===== src/rtl/berTallyPkg.sv =====
package berTallyPkg;

  // Width of the byte selector carried from control to datapath.
  localparam int SEL_W = 4;

  // Strobes issued by the control half each cycle.
  typedef struct packed {
    logic             clear;    // single-cycle clear from control edge
    logic             step;     // one enabled data bit while locked
    logic             load;     // a read is in progress this edge
    logic             capture;  // read of the lowest byte: take snapshot
    logic             inRange;  // read address falls inside the window
    logic [SEL_W-1:0] byteSel;  // byte index within the window
  } strobeT;

endpackage


===== src/rtl/berTallyCtrl.sv =====
module berTallyCtrl
  import berTallyPkg::*;
#(
  parameter int ADDR_W    = 8,
  parameter int BASE_ADDR = 'hE3,
  parameter int NUM_BYTES = 4
) (
  input  logic              clk,
  input  logic              rstN,
  input  logic              bitEn,
  input  logic              syncOk,
  input  logic              clrCtl,
  input  logic              rdEn,
  input  logic [ADDR_W-1:0] rdAddr,
  output strobeT            strb
);

  localparam logic [ADDR_W-1:0] BASE_A = ADDR_W'(BASE_ADDR);
  localparam logic [ADDR_W-1:0] SPAN   = ADDR_W'(NUM_BYTES);

  logic              clrQ;
  logic [ADDR_W-1:0] offset;
  logic              aboveBase;
  logic              belowTop;
  logic              hit;

  // Registered copy of the clear control level for edge detection.
  always_ff @(posedge clk) begin
    if (!rstN) clrQ <= 1'b0;
    else       clrQ <= clrCtl;
  end

  always_comb begin
    offset    = rdAddr - BASE_A;
    aboveBase = (rdAddr >= BASE_A);
    belowTop  = (offset < SPAN);
    hit       = aboveBase & belowTop;
  end

  always_comb begin
    strb.clear   = clrCtl & ~clrQ;
    strb.step    = bitEn & syncOk;
    strb.load    = rdEn;
    strb.inRange = hit;
    strb.capture = rdEn & hit & (offset == '0);
    strb.byteSel = offset[SEL_W-1:0];
  end

endmodule


===== src/rtl/berTallyPath.sv =====
module berTallyPath
  import berTallyPkg::*;
#(
  parameter int CNT_W     = 32,
  parameter int BYTE_W    = 8,
  parameter int NUM_BYTES = CNT_W / BYTE_W
) (
  input  logic              clk,
  input  logic              rstN,
  input  strobeT            strb,
  output logic [CNT_W-1:0]  cnt,
  output logic              ovfFlag,
  output logic [BYTE_W-1:0] rdData
);

  localparam logic [CNT_W-1:0] TOP_VAL  = '1;
  localparam logic [CNT_W-1:0] NEAR_TOP = TOP_VAL - CNT_W'(1);

  logic              atTop;
  logic              advance;
  logic              reachTop;
  logic [CNT_W-1:0]  shadowQ;
  logic [BYTE_W-1:0] snapByte [NUM_BYTES];
  logic [BYTE_W-1:0] pickByte;

  always_comb begin
    atTop    = (cnt == TOP_VAL);
    advance  = strb.step & ~atTop;
    reachTop = advance & (cnt == NEAR_TOP);
  end

  // Saturating count; clear has priority over an increment.
  always_ff @(posedge clk) begin
    if (!rstN)            cnt <= '0;
    else if (strb.clear)  cnt <= '0;
    else if (advance)     cnt <= cnt + CNT_W'(1);
  end

  // Sticky overflow flag, set on the edge the count lands on all-ones.
  always_ff @(posedge clk) begin
    if (!rstN)           ovfFlag <= 1'b0;
    else if (strb.clear) ovfFlag <= 1'b0;
    else if (reachTop)   ovfFlag <= 1'b1;
  end

  // Snapshot taken when the lowest byte is read.
  always_ff @(posedge clk) begin
    if (!rstN)             shadowQ <= '0;
    else if (strb.capture) shadowQ <= cnt;
  end

  for (genvar g = 0; g < NUM_BYTES; g++) begin : gSnapSlice
    assign snapByte[g] = shadowQ[g*BYTE_W +: BYTE_W];
  end

  always_comb begin
    pickByte = '0;
    for (int i = 0; i < NUM_BYTES; i++) begin
      if (strb.byteSel == SEL_W'(i)) pickByte = snapByte[i];
    end
  end

  // Registered read data; holds between reads.
  always_ff @(posedge clk) begin
    if (!rstN) begin
      rdData <= '0;
    end else if (strb.load) begin
      if (strb.capture)      rdData <= cnt[BYTE_W-1:0];
      else if (strb.inRange) rdData <= pickByte;
      else                   rdData <= '0;
    end
  end

endmodule


===== src/rtl/berBitTally.sv =====
module berBitTally
  import berTallyPkg::*;
#(
  parameter int CNT_W     = 32,
  parameter int ADDR_W    = 8,
  parameter int BASE_ADDR = 'hE3
) (
  input  logic              clk,
  input  logic              rstN,
  input  logic              bitEn,
  input  logic              syncOk,
  input  logic              clrCtl,
  input  logic              rdEn,
  input  logic [ADDR_W-1:0] rdAddr,
  output logic [7:0]        rdData,
  output logic              ovfFlag
);

  localparam int BYTE_W    = 8;
  localparam int NUM_BYTES = CNT_W / BYTE_W;

  strobeT           strb;
  logic [CNT_W-1:0] cnt;

  berTallyCtrl #(
    .ADDR_W   (ADDR_W),
    .BASE_ADDR(BASE_ADDR),
    .NUM_BYTES(NUM_BYTES)
  ) ctrl_i (
    .clk   (clk),
    .rstN  (rstN),
    .bitEn (bitEn),
    .syncOk(syncOk),
    .clrCtl(clrCtl),
    .rdEn  (rdEn),
    .rdAddr(rdAddr),
    .strb  (strb)
  );

  berTallyPath #(
    .CNT_W    (CNT_W),
    .BYTE_W   (BYTE_W),
    .NUM_BYTES(NUM_BYTES)
  ) path_i (
    .clk    (clk),
    .rstN   (rstN),
    .strb   (strb),
    .cnt    (cnt),
    .ovfFlag(ovfFlag),
    .rdData (rdData)
  );

endmodule


===== config.mk =====
export PLATFORM = sky130hd
export DESIGN_NAME = berBitTally
export DESIGN_NICKNAME = d
export VERILOG_FILES = /design/src/rtl/berTallyPkg.sv /design/src/rtl/berTallyCtrl.sv /design/src/rtl/berTallyPath.sv /design/src/rtl/berBitTally.sv
export SDC_FILE = /design/constraint.sdc
export NUM_CORES = 1
export LEC_CHECK = 0
export BUFFER_PORTS_ARGS = -buffer_cell sky130_fd_sc_hd__buf_4
export CORE_MARGIN = 4
export CORE_UTILIZATION = 46
export DETAILED_ROUTE_END_ITERATION = 16
export PLACE_DENSITY = 0.77
export SLEW_MARGIN = 20
export SYNTH_ARGS = -nofsm -noshare
export SYNTH_HDL_FRONTEND = slang
export SYNTH_SLANG_ARGS = --single-unit

===== constraint.sdc =====
create_clock -name clk -period 1.9 [get_ports clk]
set_input_delay 0.285 -clock clk [delete_from_list [all_inputs] [get_ports clk]]
set_output_delay 0.285 -clock clk [all_outputs]
set_load 0.01 [all_outputs]

# [After elaboration in Yosys (flattened, before gate mapping)]
# Index checks and enable logic that the tools add are counted.
[classes] n_eq_ne=5 n_reduce_logical=3 muxes=6 n_bitwise=10 n_addsub=2 n_lt_le_gt_ge=2
[ops] operator="== test 32 bit, second input constant" count=2
[ops] operator="2-to-1 mux 8 bit" count=6
[ops] operator="adder 32 x 1 -> 32 bit, second input constant" count=1
[ops] operator="== test 4 x 2 -> 1 bit, second input constant" count=2
[ops] operator="greater-or-equal comparator 8 bit, second input constant" count=1
[ops] operator="zero test 8 bit" count=1
[ops] operator="less-than comparator 8 x 3 -> 1 bit, second input constant" count=1
[ops] operator="subtractor 8 bit, second input constant" count=1
[ops] operator="bitwise AND 1 bit" count=7
[ops] operator="== test 4 x 1 -> 1 bit, second input constant" count=1
[ops] operator="zero test 4 bit" count=1
[ops] operator="inverter 1 bit" count=3
[ops] operator="OR reduction 2 bit" count=1
[word_totals] elab_cells=33 output_inout_bits=9 ff_bits=74 input_bits=14

# [Depth between registers and ports, before layout]
[depth] word_depth=8 mapped_depth=7 depth_no_buf=6

# [Cells and area by module]
# Synthesis repeated with hierarchy kept, for this count alone.
[unflattened] hier_cells=397 hier_area_um2=3651.0
[modules_own_cells] module="berTallyPath" area_each_um2=3474.6 instances=1 cells_each=375 seq_area_each_um2=1461.4
[modules_own_cells] module="berTallyCtrl" area_each_um2=176.4 instances=1 cells_each=22 seq_area_each_um2=20.0

# [Worst setup path after synthesis]
# OpenSTA, ideal clock, no wires.
[synth_path] path_kind="flip-flop to flip-flop" from="register path_i.cnt[0]" to="register path_i.cnt[28]" arrival_ns=1.873 path_slack_ns=-0.089 n_path_buf=1 required_time_ns=1.784 setup_ns=0.116 stages_incl_launch_ff=8 synth_period_minus_slack_ns=1.989 cell_sequence="dfxtp_1 ha_1 nand3_1 or3_1 clkbuf_1 nor4b_4 a31oi_1 a41o_1"
[synth_between] elab_chain_len=3 elab_cells_between_ends=4 classes_between="add/sub (1); eq/ne (1); bitwise (2)"
[synth_lines] item="start, declared" line="berTallyPath.sv:11" text="output logic [CNT_W-1:0] cnt,"
[synth_lines] item="start signal, assigned" line="berTallyPath.sv:36" text="else if (advance) cnt <= cnt + CNT_W'(1);"
[synth_lines] item="parallel branches: the longest is 3 deep, another holds adder 32 x 1 -> 32 bit"
# Parallel ways; which one is timed is not known.
# A chain may end at the register's enable or synchronous reset.

# [Worst setup path in the final report]
[layout_path] from="register path_i.cnt[11]" to="register path_i.cnt[31]"
# The elaborated chain is that of the path after synthesis.

==> results.toml <==
[status]
outcome = "finished, violations left"
failed_checks = "setup timing"

[synthesis]
synth_edf_count = 0
synth.distinct_cells = 48
synthesis.nets = 467
netlist_top_cells_area = "dfxtp_1 (42%), nand2_1 (9.2%), a21boi_0 (7.0%), nor2_1 (4.7%), a21oi_1 (3.5%)"
yosys.area.top_type_share = 0.417
syn_avg_cell_area_sq_um = 7.87
synthFlopType = "dfxtp_1"
yosysTopAreaCell = "dfxtp_1"
synthAdderAreaFrac = 0.00705
yosysWarnings = 0
synthCells = 451
synth_top_family_by_area = "simple AND/OR/NAND/NOR gates"
yosys.area_share.simple = 0.282
synthesis.area_sq_mm = 0.00355
synth-xor-area-share = 0.0222
synthMuxAreaShare = 0.00282
ys_seq_area_frac = 0.417
synth_compound_area_frac = 0.229
ys_ff_latch = 74
async_flop_share = 0

[power_and_ir_drop]
p_int_w = 0.00227
p_clk_frac = 0.425
power_leakage_nw = 1.69
peakVddDrop_mv = 0.427
swShare = 0.250
power_density_mw_per_mm2 = 659
total_power_w = 0.00302
pwr-share-comb = 0.058
seq_power_share = 0.517
power.net_switching_w = 0.000756

[clock_tree]
cts_max_path_buffers = 2
clock-sinks = 74
cts_max_level = 3
cts_buffers = 9
clk_latency_ns = 0.36
ctsRootBufferMaster = "clkbuf_8"
path_clk_slew_ns = 0.08
cts_tree = "done"
hold_buffers = 0

[timing]
finalHoldWorstSlack_ns = 0.144
maxSlewHeadroom = 0.682
worst_slack_ns = -0.00221
final_max_slew_viol_count = 0
worstMarginPinSlew_ns = 0.478
final_hold_viol_count = 0
rsz0062_at_grt = "true"
setup_viol = 1
fmax_mhz = 526
period_needed_ns = 1.90
fin_worst_skew_ns = 0.00963
finalCritPeriodShare = 1.00

[finish]
layout-drive-gt1-share = 0.293
ff_latch_area_sq_mm = 0.00151
multi_input_area_sq_mm = 0.00204
fill_cells = 614
area_growth_pct = 29.2
nNetsFinal = 536
diodes = 0

[global_route]
grt_use_total = 0.223
grt_pass1_vias = 3346
antenna_found_initial = 0
grt-ovfl-total = 0
grt_pass1_wl_mm = 15.8
grt_max_degree = 41

[floorplanning]
core_area_sq_mm = 0.00737
dieHeight_um = 95.9
die_x_um = 95.9
dieArea_sq_mm = 0.00919
io_pins = 23
row_count = 31
start_util = 0.482

[worst_setup_path]
worstSetupPathType = "register to register"
critPathMaxFanout = 8
worstSetupStartpointType = "register"
worstPathRequired_ns = 2.19
end_kind = "register"
arrival_ns = 2.19

[placed_design]
place_congestion = 0.988
dp_hpwl_mm = 6.93
io_buffers = 22

[min_path]
hold_path_class = "input pin to register"

[job]
max-cap-violations = 0

[routing]
drtIter0Drc = 365
drt.antenna.violating_nets = 0
post-route-drc-count = 0
post_drt_wl_per_cell_um = 15.5
viasPerCell = 5.74
dr_total_vias = 3580
routed_wl_mm = 9.66
dr.pass1.iters = 7
## cell usage in the layout, fill, tap and decap left out, types with 7 or more instances in the layout
| cell type | instances |
|---|---|
| a21boi_0 | 33 |
| a21oi_1 | 21 |
| a22o_1 | 7 |
| a31oi_1 | 13 |
| buf_4 | 85 |
| clkbuf_8 | 9 |
| dfxtp_1 | 57 |
| dfxtp_2 | 14 |
| inv_1 | 7 |
| nand2_1 | 87 |
| nand3_1 | 12 |
| nand4_1 | 9 |
| nor2_1 | 44 |
| o21ai_0 | 20 |
| or3_1 | 15 |
| xnor2_1 | 8 |
## logic make-up (layout without fill, tap and decap cells)
logic type      count (synthesis)  after routing
xor+xnor                        9              9
mux                             1              1
buf+inv                        37            111
flops                          74             74
simple gates                  207            207
fa+ha+maj                       2              2
compound gates                121            121
## state kept, by name, summed over array words and instances, names as in the netlist
register / count
path_i.cnt: 32
path_i.ovfFlag: 1
path_i.shadowQ: 32
ctrl_i.clrQ: 1
path_i.rdData: 8
## power by group through the flow
stage	Combinational, W	Sequential (W)	Clock [W]
after floorplan	0.0000895	0.00160	0
final	0.000175	0.00156	0.00128
after detailed placement	0.000168	0.00160	0
after global placement	0.000166	0.00160	0
after CTS	0.000169	0.00156	0.00131
after global routing	0.000194	0.00156	0.00137
## worst max-delay path, cell delays in order, from the launching register on
cell and delay (ns):
dfxtp_2 0.36, nand4_4 0.12, or4_4 0.54, a211o_4 0.32, or3_4 0.38, a21oi_2 0.13
## per-layer routing
| layer | wire (um) | vias to the layer above | part of all wire | global-route usage |
|---|---|---|---|---|
| li1 | - | 1737 | - | - |
| met1 | 4280 | 1670 | 0.44 | 0.302 |
| met2 | 4470 | 150 | 0.46 | 0.354 |
| met3 | 682 | 23 | 0.071 | 0.0438 |
| met4 | 227 | 0 | 0.024 | 0.0829 |
| met5 | 0 | - | 0 | 0 |
## layout make-up
| class | instances | area share |
|---|---|---|
| clock buffer | 9 | 0.0270 |
| clock inverter | 7 | 0.0177 |
| inverter | 7 | 0.00573 |
| multi-input combinational | 340 | 0.445 |
| sequential | 74 | 0.329 |
| tap | 99 | 0.0270 |
| timing repair buffer | 88 | 0.148 |
## final timing paths
check	startpoint	to	slack, ns	depth (start not counted)
setup / recovery	path_i.cnt[11]$_SDFFE_PP0P_	path_i.cnt[31]$_SDFFE_PP0P_	-0.002	5
setup reg to reg	path_i.cnt[11]$_SDFFE_PP0P_	path_i.cnt[31]$_SDFFE_PP0P_	-0.002	5
hold / removal	clrCtl	ctrl_i.clrQ$_SDFF_PN0_	0.14	2
hold reg to reg	path_i.shadowQ[6]$_SDFFE_PN0P_	path_i.shadowQ[6]$_SDFFE_PN0P_	0.47	2
## cells in the mapped netlist (2+ instances only)
| library cell | number |
|---|---|
| a21oi_1 | 25 |
| clkbuf_1 | 27 |
| nor4_1 | 3 |
| a22o_1 | 7 |
| o21ai_0 | 21 |
| nor2b_1 | 2 |
| inv_1 | 7 |
| a31oi_1 | 13 |
| and2_1 | 2 |
| ha_1 | 2 |
| nor2_1 | 44 |
| a41o_1 | 5 |
| or4_1 | 3 |
| a211oi_1 | 4 |
| nor4b_1 | 2 |
| xnor2_1 | 8 |
| nor3_1 | 4 |
| nand3_1 | 14 |
| a21o_1 | 2 |
| and4_1 | 3 |
| nand4_1 | 9 |
| a31o_2 | 4 |
| nand2_1 | 87 |
| or3_1 | 19 |
| a21boi_0 | 33 |
| nand2b_1 | 2 |
| and3_1 | 4 |
| buf_2 | 2 |
| dfxtp_1 | 74 |
## metrics by stage
step	std cells	instance area, sq um	setup WS, ns	setup TNS, ns	util
after floorplan	451	3610	-0.00615	-0.0115	-
after global placement	601	4230	0.0430	0	0.573
after detailed placement	601	4230	-0.0703	-0.168	0.573
after CTS	621	4510	-0.0167	-0.0167	0.612
after global routing	624	4590	-0.0364	-0.173	0.622
final	624	4590	-0.00221	-0.00221	0.622
## what timing repair did
item | in CTS | in global routing
pin swaps | 4 | 4
buffers inserted | 4 | 3
setup endpoints to repair | 4 | 22
resized for setup | 18 | 16
Power figures use the tool's default switching activity.
